[src/rtl/scrub_pkg.sv]
package scrub_pkg;

  typedef enum logic [2:0] {
    ST_IDLE = 3'd0,
    ST_GAP  = 3'd1,
    ST_RD   = 3'd2,
    ST_CHK  = 3'd3,
    ST_WR   = 3'd4
  } scrub_state_t;

  localparam logic [1:0] CHK_CLEAN = 2'b00;
  localparam logic [1:0] CHK_FIXED = 2'b01;

  localparam logic [2:0] SEL_RUN = 3'd0;
  localparam logic [2:0] SEL_GAP = 3'd1;
  localparam logic [2:0] SEL_XLO = 3'd2;
  localparam logic [2:0] SEL_XHI = 3'd3;
  localparam logic [2:0] SEL_XEN = 3'd4;

endpackage

[src/rtl/scrub_cfg.sv]
module scrub_cfg
  import scrub_pkg::*;
#(
  parameter int AW  = 4,
  parameter int GW  = 8,
  parameter int CFW = 16
) (
  input  logic           clk,
  input  logic           rst_n,
  input  logic           we,
  input  logic [2:0]     sel,
  input  logic [CFW-1:0] wdata,
  input  logic           busy,
  output logic           run,
  output logic [GW-1:0]  gap,
  output logic [AW-1:0]  xlo,
  output logic [AW-1:0]  xhi,
  output logic           xen,
  output logic           err
);

  logic          run_q, run_d, xen_q, xen_d, err_q, err_d;
  logic [GW-1:0] gap_q, gap_d;
  logic [AW-1:0] xlo_q, xlo_d, xhi_q, xhi_d;
  logic          guarded, locked, reject;

  always_comb begin
    guarded = (sel == SEL_XLO) || (sel == SEL_XHI) || (sel == SEL_XEN);
    locked  = run_q || busy;
    reject  = we && guarded && locked;
    run_d = run_q;
    gap_d = gap_q;
    xlo_d = xlo_q;
    xhi_d = xhi_q;
    xen_d = xen_q;
    err_d = err_q | reject;
    if (we && !reject) begin
      case (sel)
        SEL_RUN: run_d = wdata[0];
        SEL_GAP: gap_d = wdata[GW-1:0];
        SEL_XLO: xlo_d = wdata[AW-1:0];
        SEL_XHI: xhi_d = wdata[AW-1:0];
        SEL_XEN: xen_d = wdata[0];
        default: ;
      endcase
    end
  end

  always_ff @(posedge clk or negedge rst_n) begin
    if (!rst_n) begin
      run_q <= 1'b0;
      gap_q <= '0;
      xlo_q <= '0;
      xhi_q <= '0;
      xen_q <= 1'b0;
      err_q <= 1'b0;
    end else begin
      run_q <= run_d;
      gap_q <= gap_d;
      xlo_q <= xlo_d;
      xhi_q <= xhi_d;
      xen_q <= xen_d;
      err_q <= err_d;
    end
  end

  assign run = run_q;
  assign gap = gap_q;
  assign xlo = xlo_q;
  assign xhi = xhi_q;
  assign xen = xen_q;
  assign err = err_q;

  // A guarded write while active leaves the window untouched and flags it
  assert_window_locked_R5: assert property (@(posedge clk) disable iff (!rst_n)
    (we && guarded && (run_q || busy)) |=>
      ($stable(xlo_q) && $stable(xhi_q) && $stable(xen_q) && err_q));

  assert_err_sticky_R5: assert property (@(posedge clk) disable iff (!rst_n)
    err_q |=> err_q);

endmodule

[src/rtl/scrub_pacer.sv]
module scrub_pacer #(
  parameter int GW = 8
) (
  input  logic          clk,
  input  logic          rst_n,
  input  logic          clr,
  input  logic          tick,
  input  logic [GW-1:0] limit,
  output logic          done
);

  logic [GW-1:0] cnt_q, cnt_d;

  always_comb begin
    done  = (cnt_q >= limit);
    cnt_d = cnt_q;
    if (clr)
      cnt_d = '0;
    else if (tick && !done)
      cnt_d = cnt_q + 1'b1;
  end

  always_ff @(posedge clk or negedge rst_n) begin
    if (!rst_n) cnt_q <= '0;
    else        cnt_q <= cnt_d;
  end

endmodule

[src/rtl/scrub_walker.sv]
module scrub_walker #(
  parameter int DEPTH = 16,
  parameter int AW    = 4
) (
  input  logic          clk,
  input  logic          rst_n,
  input  logic          step,
  input  logic          xen,
  input  logic [AW-1:0] xlo,
  input  logic [AW-1:0] xhi,
  output logic [AW-1:0] addr,
  output logic          excluded,
  output logic          wrapped
);

  localparam logic [AW-1:0] LAST = AW'(DEPTH - 1);

  logic [AW-1:0] ptr_q, ptr_d;
  logic          wrap_q, wrap_d;

  always_comb begin
    excluded = xen && (ptr_q >= xlo) && (ptr_q <= xhi);
    wrap_d   = step && (ptr_q == LAST);
    ptr_d    = ptr_q;
    if (step)
      ptr_d = (ptr_q == LAST) ? '0 : ptr_q + 1'b1;
  end

  always_ff @(posedge clk or negedge rst_n) begin
    if (!rst_n) begin
      ptr_q  <= '0;
      wrap_q <= 1'b0;
    end else begin
      ptr_q  <= ptr_d;
      wrap_q <= wrap_d;
    end
  end

  assign addr    = ptr_q;
  assign wrapped = wrap_q;

  assert_wrap_at_zero_R6: assert property (@(posedge clk) disable iff (!rst_n)
    wrap_q |-> (ptr_q == '0));

endmodule

[src/rtl/scrub_engine.sv]
module scrub_engine
  import scrub_pkg::*;
#(
  parameter int DEPTH = 16,
  parameter int CW    = 16,
  parameter int GW    = 8,
  parameter int CFW   = 16,
  localparam int AW   = $clog2(DEPTH)
) (
  input  logic           clk,
  input  logic           rst_n,
  input  logic           cfg_we,
  input  logic [2:0]     cfg_sel,
  input  logic [CFW-1:0] cfg_wdata,
  output logic           cfg_err,
  output logic           mem_req,
  output logic           mem_we,
  output logic [AW-1:0]  mem_addr,
  output logic [CW-1:0]  mem_wdata,
  input  logic           mem_gnt,
  input  logic [CW-1:0]  mem_rdata,
  output logic [CW-1:0]  chk_word,
  input  logic [1:0]     chk_status,
  input  logic [CW-1:0]  chk_fixed,
  output logic           evt_valid,
  output logic           evt_fatal,
  output logic [AW-1:0]  evt_addr,
  output logic           pass_done
);

  // reset: asserted asynchronously, released on the clock
  logic [1:0] rsync_q;
  logic       rst_q;

  always_ff @(posedge clk or negedge rst_n) begin
    if (!rst_n) rsync_q <= 2'b00;
    else        rsync_q <= {rsync_q[0], 1'b1};
  end
  assign rst_q = rsync_q[1];

  scrub_state_t  st_q, st_d;
  logic          run, xen, excluded, pace_done;
  logic [GW-1:0] gap;
  logic [AW-1:0] xlo, xhi, ptr;
  logic          step, pace_clr, pace_tick, cap_en, wd_en, busy;
  logic [CW-1:0] rd_q, wd_q;
  logic          evt_v_q, evt_f_q, evt_d;
  logic [AW-1:0] evt_a_q;

  assign busy = (st_q != ST_IDLE);

  scrub_cfg #(.AW(AW), .GW(GW), .CFW(CFW)) u_cfg (
    .clk(clk), .rst_n(rst_q), .we(cfg_we), .sel(cfg_sel), .wdata(cfg_wdata),
    .busy(busy), .run(run), .gap(gap), .xlo(xlo), .xhi(xhi), .xen(xen),
    .err(cfg_err)
  );

  scrub_pacer #(.GW(GW)) u_pacer (
    .clk(clk), .rst_n(rst_q), .clr(pace_clr), .tick(pace_tick),
    .limit(gap), .done(pace_done)
  );

  scrub_walker #(.DEPTH(DEPTH), .AW(AW)) u_walker (
    .clk(clk), .rst_n(rst_q), .step(step), .xen(xen), .xlo(xlo), .xhi(xhi),
    .addr(ptr), .excluded(excluded), .wrapped(pass_done)
  );

  always_comb begin
    st_d      = st_q;
    step      = 1'b0;
    pace_clr  = 1'b0;
    pace_tick = 1'b0;
    cap_en    = 1'b0;
    wd_en     = 1'b0;
    evt_d     = 1'b0;
    case (st_q)
      ST_IDLE: begin
        pace_clr = 1'b1;
        if (run) st_d = ST_GAP;
      end
      ST_GAP: begin
        if (!run) begin
          st_d = ST_IDLE;
        end else if (pace_done) begin
          pace_clr = 1'b1;
          if (excluded) step = 1'b1;
          else          st_d = ST_RD;
        end else begin
          pace_tick = 1'b1;
        end
      end
      ST_RD: begin
        if (mem_gnt) begin
          cap_en = 1'b1;
          st_d   = ST_CHK;
        end
      end
      ST_CHK: begin
        evt_d = (chk_status != CHK_CLEAN);
        if (chk_status == CHK_FIXED) begin
          wd_en = 1'b1;
          st_d  = ST_WR;
        end else begin
          step     = 1'b1;
          pace_clr = 1'b1;
          st_d     = run ? ST_GAP : ST_IDLE;
        end
      end
      ST_WR: begin
        if (mem_gnt) begin
          step     = 1'b1;
          pace_clr = 1'b1;
          st_d     = run ? ST_GAP : ST_IDLE;
        end
      end
      default: st_d = ST_IDLE;
    endcase
  end

  always_ff @(posedge clk or negedge rst_q) begin
    if (!rst_q) begin
      st_q    <= ST_IDLE;
      rd_q    <= '0;
      wd_q    <= '0;
      evt_v_q <= 1'b0;
      evt_f_q <= 1'b0;
      evt_a_q <= '0;
    end else begin
      st_q    <= st_d;
      if (cap_en) rd_q <= mem_rdata;
      if (wd_en)  wd_q <= chk_fixed;
      evt_v_q <= evt_d;
      if (evt_d) begin
        evt_f_q <= chk_status[1];
        evt_a_q <= ptr;
      end
    end
  end

  assign mem_req   = (st_q == ST_RD) || (st_q == ST_WR);
  assign mem_we    = (st_q == ST_WR);
  assign mem_addr  = ptr;
  assign mem_wdata = wd_q;
  assign chk_word  = rd_q;
  assign evt_valid = evt_v_q;
  assign evt_fatal = evt_f_q;
  assign evt_addr  = evt_a_q;

  assert_req_held_R8: assert property (@(posedge clk) disable iff (!rst_q)
    (mem_req && !mem_gnt) |=>
      (mem_req && $stable(mem_addr) && $stable(mem_we) && $stable(mem_wdata)));

  assert_no_event_in_window_R4: assert property (@(posedge clk) disable iff (!rst_q)
    evt_v_q |-> !(xen && (evt_a_q >= xlo) && (evt_a_q <= xhi)));

  assert_no_write_when_unfixable_R7: assert property (@(posedge clk) disable iff (!rst_q)
    (st_q == ST_CHK && chk_status != CHK_FIXED) |=> !mem_req);

  assert_read_after_pause_R2: assert property (@(posedge clk) disable iff (!rst_q)
    ($rose(mem_req) && !mem_we && $past(st_q) == ST_GAP) |-> $past(pace_done));

endmodule

[config.mk]
export PLATFORM = sky130hd
export DESIGN_NAME = scrub_engine
export DESIGN_NICKNAME = d
export VERILOG_FILES = /design/src/rtl/scrub_pkg.sv /design/src/rtl/scrub_cfg.sv /design/src/rtl/scrub_pacer.sv /design/src/rtl/scrub_walker.sv /design/src/rtl/scrub_engine.sv
export SDC_FILE = /design/constraint.sdc
export NUM_CORES = 1
export LEC_CHECK = 0
export BUFFER_PORTS_ARGS = -buffer_cell sky130_fd_sc_hd__buf_2
export CORE_UTILIZATION = 40
export CTS_CLUSTER_SIZE = 25
export DETAILED_ROUTE_END_ITERATION = 8
export GPL_TIMING_DRIVEN = 0
export PLACE_DENSITY_LB_ADDON = 0.05
export REMOVE_ABC_BUFFERS = 1
export SKIP_CTS_REPAIR_TIMING = 1
export SLEW_MARGIN = 20
export SYNTH_ARGS = -nofsm -noshare
export SYNTH_HDL_FRONTEND = slang
export SYNTH_HIERARCHICAL = 1
export SYNTH_SLANG_ARGS = --single-unit
[constraint.sdc]
create_clock -name clk -period 3.3 [get_ports clk]
set_clock_uncertainty 0.15 [all_clocks]
set_input_delay 0.495 -clock clk [delete_from_list [all_inputs] [get_ports clk]]
set_output_delay 0.495 -clock clk [all_outputs]
set_load 0.05 [all_outputs]
# ---- Word level (Yosys, flattened, before mapping)
# Index checks and enable logic that the tools add are counted.
dict set report word_totals {
  register_bits 75
  elab_cells 89
  output_inout_bits 46
}
dict set report classes {
  order_cmp 3
  bitwise 1
  mux 28
  n_addsub 2
  reduce_logical 24
  n_eq_ne 15
}
# cell count
set ops {}
lappend ops {{two-way mux 3 bit} 7}
lappend ops {{two-way mux 8 bit} 2}
lappend ops {{two-way mux 1 bit} 15}
lappend ops {{one-hot mux 3 bit (5 select lines)} 1}
lappend ops {{equality test 3 x 2 -> 1 bit, second input constant} 4}
lappend ops {{AND reduction 2 bit} 5}
lappend ops {{adder 8 x 1 -> 8 bit, second input constant} 1}
lappend ops {{>= comparator 8 bit} 1}
lappend ops {{logical AND 1 bit} 7}
lappend ops {{equality test 3 x 1 -> 1 bit, second input constant} 2}
lappend ops {{equality test 3 bit, second input constant} 2}
lappend ops {{logical NOT 3 bit} 2}
lappend ops {{inequality test 3 bit, second input constant} 2}
lappend ops {{AND reduction 5 bit} 1}
lappend ops {{adder 4 x 1 -> 4 bit, second input constant} 1}
lappend ops {{equality test 4 bit, second input constant} 1}
lappend ops {{>= comparator 4 bit} 1}
lappend ops {{less-or-equal comparator 4 bit} 1}
lappend ops {{logical OR 1 bit} 4}
lappend ops {{two-way mux 4 bit} 1}
lappend ops {{inequality test 2 x 1 -> 1 bit, second input constant} 2}
lappend ops {{one-hot mux 1 bit (4 select lines)} 1}
lappend ops {{nonzero test 2 bit} 2}
lappend ops {{one-hot mux 1 bit (3 select lines)} 1}
lappend ops {{other kinds (5)} 6}

# ---- Logic depth before layout (Yosys ltp)
dict set report depth {
  depth_word 8
  depth_mapped 12
}

# ---- Modules after synthesis
# Netlist, hierarchy kept.
# module cells_each area_per_inst_um2 seq_area_each_um2 n_inst
set by_module_without_submodules {}
lappend by_module_without_submodules {scrub_engine 123 1828.0 1076.0 1}
lappend by_module_without_submodules {scrub_cfg 51 805.8 475.5 1}
lappend by_module_without_submodules {scrub_pacer 73 683.2 200.2 1}
lappend by_module_without_submodules {scrub_walker 46 402.9 125.1 1}

# ---- Worst setup path before layout
# OpenSTA, ideal clock, no wires.
dict set report synth_timing {
  path_kind {register to register}
  from {reg u_pacer.cnt_q[0]}
  to {reg u_pacer.cnt_q[4]}
  stages_incl_launch_ff 13
  required_ps 3025
  path_buffers 1
  arrival_time_ps 2419
  slack_ps 606
  path_cell_list {dfrtp_1 > inv_1 > ha_1 > nand2b_4 > a2111o_1 > nand3_1 > o211ai_1 > nor2_1 > o211ai_1 > a31oi_2 > buf_6 > nand4_4 > mux2_4}
}
dict set report synth_via {
  elab_chain_len 6
  elab_cells_between_ends 13
}
# item line_no
set synth_rtl {}
lappend synth_rtl {{start: declaration} scrub_pacer.sv:12} ;# logic [GW-1:0] cnt_q, cnt_d;
lappend synth_rtl {{start signal: assignment} scrub_pacer.sv:25} ;# else cnt_q <= cnt_d;
lappend synth_rtl {{>= comparator 8 bit} scrub_pacer.sv:15} ;# done = (cnt_q >= limit);
lappend synth_rtl {{net pace_done} scrub_engine.sv:42} ;# logic run, xen, excluded, pace_done;
lappend synth_rtl {{two-way mux 1 bit} scrub_engine.sv:84} ;# end else if (pace_done) begin
lappend synth_rtl {{two-way mux 1 bit} scrub_engine.sv:82} ;# if (!run) begin
lappend synth_rtl {{two-way mux 1 bit} scrub_engine.sv:76} ;# case (st_q)
lappend synth_rtl {{net pace_tick} scrub_engine.sv:45} ;# logic step, pace_clr, pace_tick, cap_en, wd_en, busy;
lappend synth_rtl {{logical AND 1 bit} scrub_pacer.sv:19} ;# else if (tick && !done)
lappend synth_rtl {{nonzero test 2 bit (no source line)} --}
# The timed path passes the listed nets, and every way through them passes these cells. The select of a mux whose other input is x is not followed.
# A chain may end at the register's enable or synchronous reset.

# ---- Final worst setup path
dict set report layout_timing {
  from {reg u_pacer.cnt_q[0]}
  to {reg u_pacer.cnt_q[3]}
}
# The elaborated chain is that of the path after synthesis.

==> flow_summary.yaml <==
worst_setup_path:
  critPathCaptureType: "flop"
  ff2ff_setup_slack_ns: 0.12
  worstRegToRegCells: 11
  arrival_ns: 3.26
  cp_top_family: "compound AO/OA/AOI/OAI gates"
  start_kind: "flop"
  crit_fanout: 11
  slowest_delay_ns: 0.46
  setup.worst_path.class: "flop to flop"
  critPathSlowestCell: "a2111o_1"
  r2r-end: "u_pacer/cnt_q[3]"
  worstPathRequired_ns: 3.38
  crit_top_cell: "o211ai_1"
  path_cells: "inv_1, ha_1, nand2b_4, a2111o_1, nand3_1, o211ai_1, nor2_1, o211ai_1, a31oi_4, nand4_1, mux2_1"
  r2r_start: "u_pacer/cnt_q[0]"
  crit_buf_inv: 1
synth:
  synth_edf_count: 0
  synth_seq_cells: 75
  synthCells: 293
  avgSynthCellArea_sq_um: 12.7
  yosys.area.top_type: "dfrtp_1"
  netlist_area_sq_mm: 0.00372
  netlist-cell-type-count: 56
  synth_most_common_cell: "dfrtp_1"
  yosys-top-cells-count: "75 x dfrtp_1, 42 x mux2_2, 19 x inv_1"
  synthTopCellsByArea: "dfrtp_1 50%, mux2_2 13%, ha_1 6.1%"
  synthArstFlopShare_pct: 100
  ys.flop_type: "dfrtp_1"
  yosysWarningCount: 6
  ys_seq_area_share_pct: 50.5
  synth_top_area_share_pct: 50.5
sta:
  fin_crit_sh_pct: 96.4
  fin_ws_ns: 0.120
  relSlewSlack_pct: 39.5
  tightest_slew_ns: 0.907
  timing.final.hold_violations: 0
  drv_slew: 0
  setup_violations: 0
  fmax_ghz: 0.314
  min_period_ns: 3.18
clock_tree:
  tritoncts: "done"
  cts_root_buf: "clkbuf_8"
  clkLatencyLatePin_ns: 0.35
  cts_buffers: 9
  htreeDepth: 3
  clockBufferDepth: 2
  cts.sinks: 75
  clkTransAtPathRegs_ns: 0.09
status:
  status: "finished, violations left"
  failed_checks: "design-rule violations"
power_and_ir_drop:
  peakVddDrop_mv: 0.425
  p_leak_nw: 2.31
  total_power_mw: 3.58
  power.density_mw_per_mm2: 797
cells_and_area:
  drive_above_1_share_pct: 46.5
  area_growth_pct: 20.9
  stdcell_count: 504
  diodes: 0
  final_core_util_pct: 50.8
  fin_nets: 466
  final_area_sq_mm: 0.00450
placement:
  portBuffers: 94
  place_congestion: 0.758
  placed_cell_area_sq_mm: 0.00427
  post-place-ws_ns: 0.0526
  dp.cells: 487
  hpwl_mm: 5.13
route:
  drtIter0Drc: 138
  finalWirelength_mm: 7.10
  wl_met1_mm: 3.26
  drc: 6
  dr_wl_met2_mm: 3.44
  antenna_left: 0
  vias_per_cell: 4.96
  highest_layer: "met4"
  dr_wl_met3_um: 337
  wl_per_cell_um: 14.1
  via_count: 2501
  drt_pass1_iterations: 8
global_routing:
  antenna_found_initial: 0
  gr-total-overflow: 0
  grt_max_degree: 50
  grtUsageTotal_pct: 16.4
  grt_pass1_vias: 2536
  grt_first_pass_wirelength_mm: 12.5
floorplan:
  ios: 103
  die_h_um: 98.4
  initial_core_util_pct: 42.0
  die_x_um: 98.4
  num_rows: 34
  die_area_sq_mm: 0.00969
  core_sq_mm: 0.00885
min_path:
  hp-class: "flop to async pin"
flow_run:
  maxCapViolCount: 0
report_power, final:
part | switching [mW] | internal [mW]
combinational | 0.976 | 0.520
clock | 0.359 | 0.378
sequential | 0.179 | 1.17
total | 1.51 | 2.07
state kept, by name, indices dropped and copies added (netlist names):
signal,cells
u_cfg/err,1
chk_word,16
u_pacer/cnt_q,8
u_cfg/xhi,4
rsync_q,2
evt_addr,4
evt_fatal,1
st_q,3
mem_wdata,16
evt_valid,1
u_cfg/gap,8
u_walker/addr,4
u_cfg/xen,1
u_cfg/xlo,4
u_cfg/run,1
u_walker/wrapped,1
per-layer routing:
| metal | vias up | track usage [%] |
|---|---|---|
| met5 | - | 0 |
| met4 | 0 | 5.86 |
| met3 | 4 | 4.18 |
| met2 | 66 | 25.9 |
| met1 | 1199 | 22.0 |
| li1 | 1232 | - |
layout make-up:
cell class | count | area, sq um
Clock buffer | 10 | 138
Clock inverter | 6 | 73.8
Fill cell | 832 | 4350
Inverter | 20 | 75.1
Multi-Input combinational cell | 189 | 1690
Sequential cell | 75 | 1880
Tap cell | 108 | 135
Timing Repair Buffer | 96 | 508
how the worst max path moves through the flow:
stage                           from               end  slack [ns]  cells past startpoint
floorplan           u_pacer/cnt_q[0]  u_pacer/cnt_q[3]        0.40                     11
global placement          rsync_q[1]      u_cfg/xlo[1]       -0.11                      0
detailed placement  u_pacer/cnt_q[0]  u_pacer/cnt_q[3]        0.05                     11
CTS                 u_pacer/cnt_q[0]  u_pacer/cnt_q[3]        0.03                     11
global route        u_pacer/cnt_q[0]  u_pacer/cnt_q[3]       -0.01                     11
finish              u_pacer/cnt_q[0]  u_pacer/cnt_q[3]        0.12                     11
logic make-up after synthesis:
| group | share of synthesized area, % |
|---|---|
| DFF | 50.5 |
| and+or+nand+nor | 11.5 |
| muxes | 19.6 |
| AOI/OAI and AO/OA | 6.86 |
| buffers and inverters | 4.47 |
| adders and majority gates | 6.05 |
| xor gates and xnor gates | 0.942 |
| other | 0.101 |
through the flow:
stage | TNS, ns | hold slack (ns)
2_1_floorplan | 0 | 0.0494
3_3_place_gp | -7.68 | 0.135
3_5_place_dp | 0 | 0.110
4_1_cts | 0 | -0.263
5_1_grt | -0.0110 | 0.145
6_report | 0 | 0.109
placed cells by master (no fill, tap or decap), drive strengths merged, types with 2 or more instances in the layout:
| cell | n |
|---|---|
| buf | 95 |
| dfrtp | 75 |
| mux2 | 58 |
| inv | 21 |
| nor2 | 18 |
| ha | 18 |
| nand2 | 13 |
| clkbuf | 10 |
| a21oi | 9 |
| o21ai | 8 |
| nand3 | 7 |
| nor2b | 6 |
| nand4 | 5 |
| nand2b | 5 |
| xnor2 | 4 |
| or3 | 3 |
| nor3b | 3 |
| nand3b | 2 |
| o21a | 2 |
| a21o | 2 |
| clkinv | 2 |
| clkinvlp | 2 |
| mux2i | 2 |
| o211ai | 2 |
| a31o | 2 |
| a31oi | 2 |
| nor3 | 2 |
| nor4 | 2 |
Note: power is estimated with default switching activity, not from simulation.
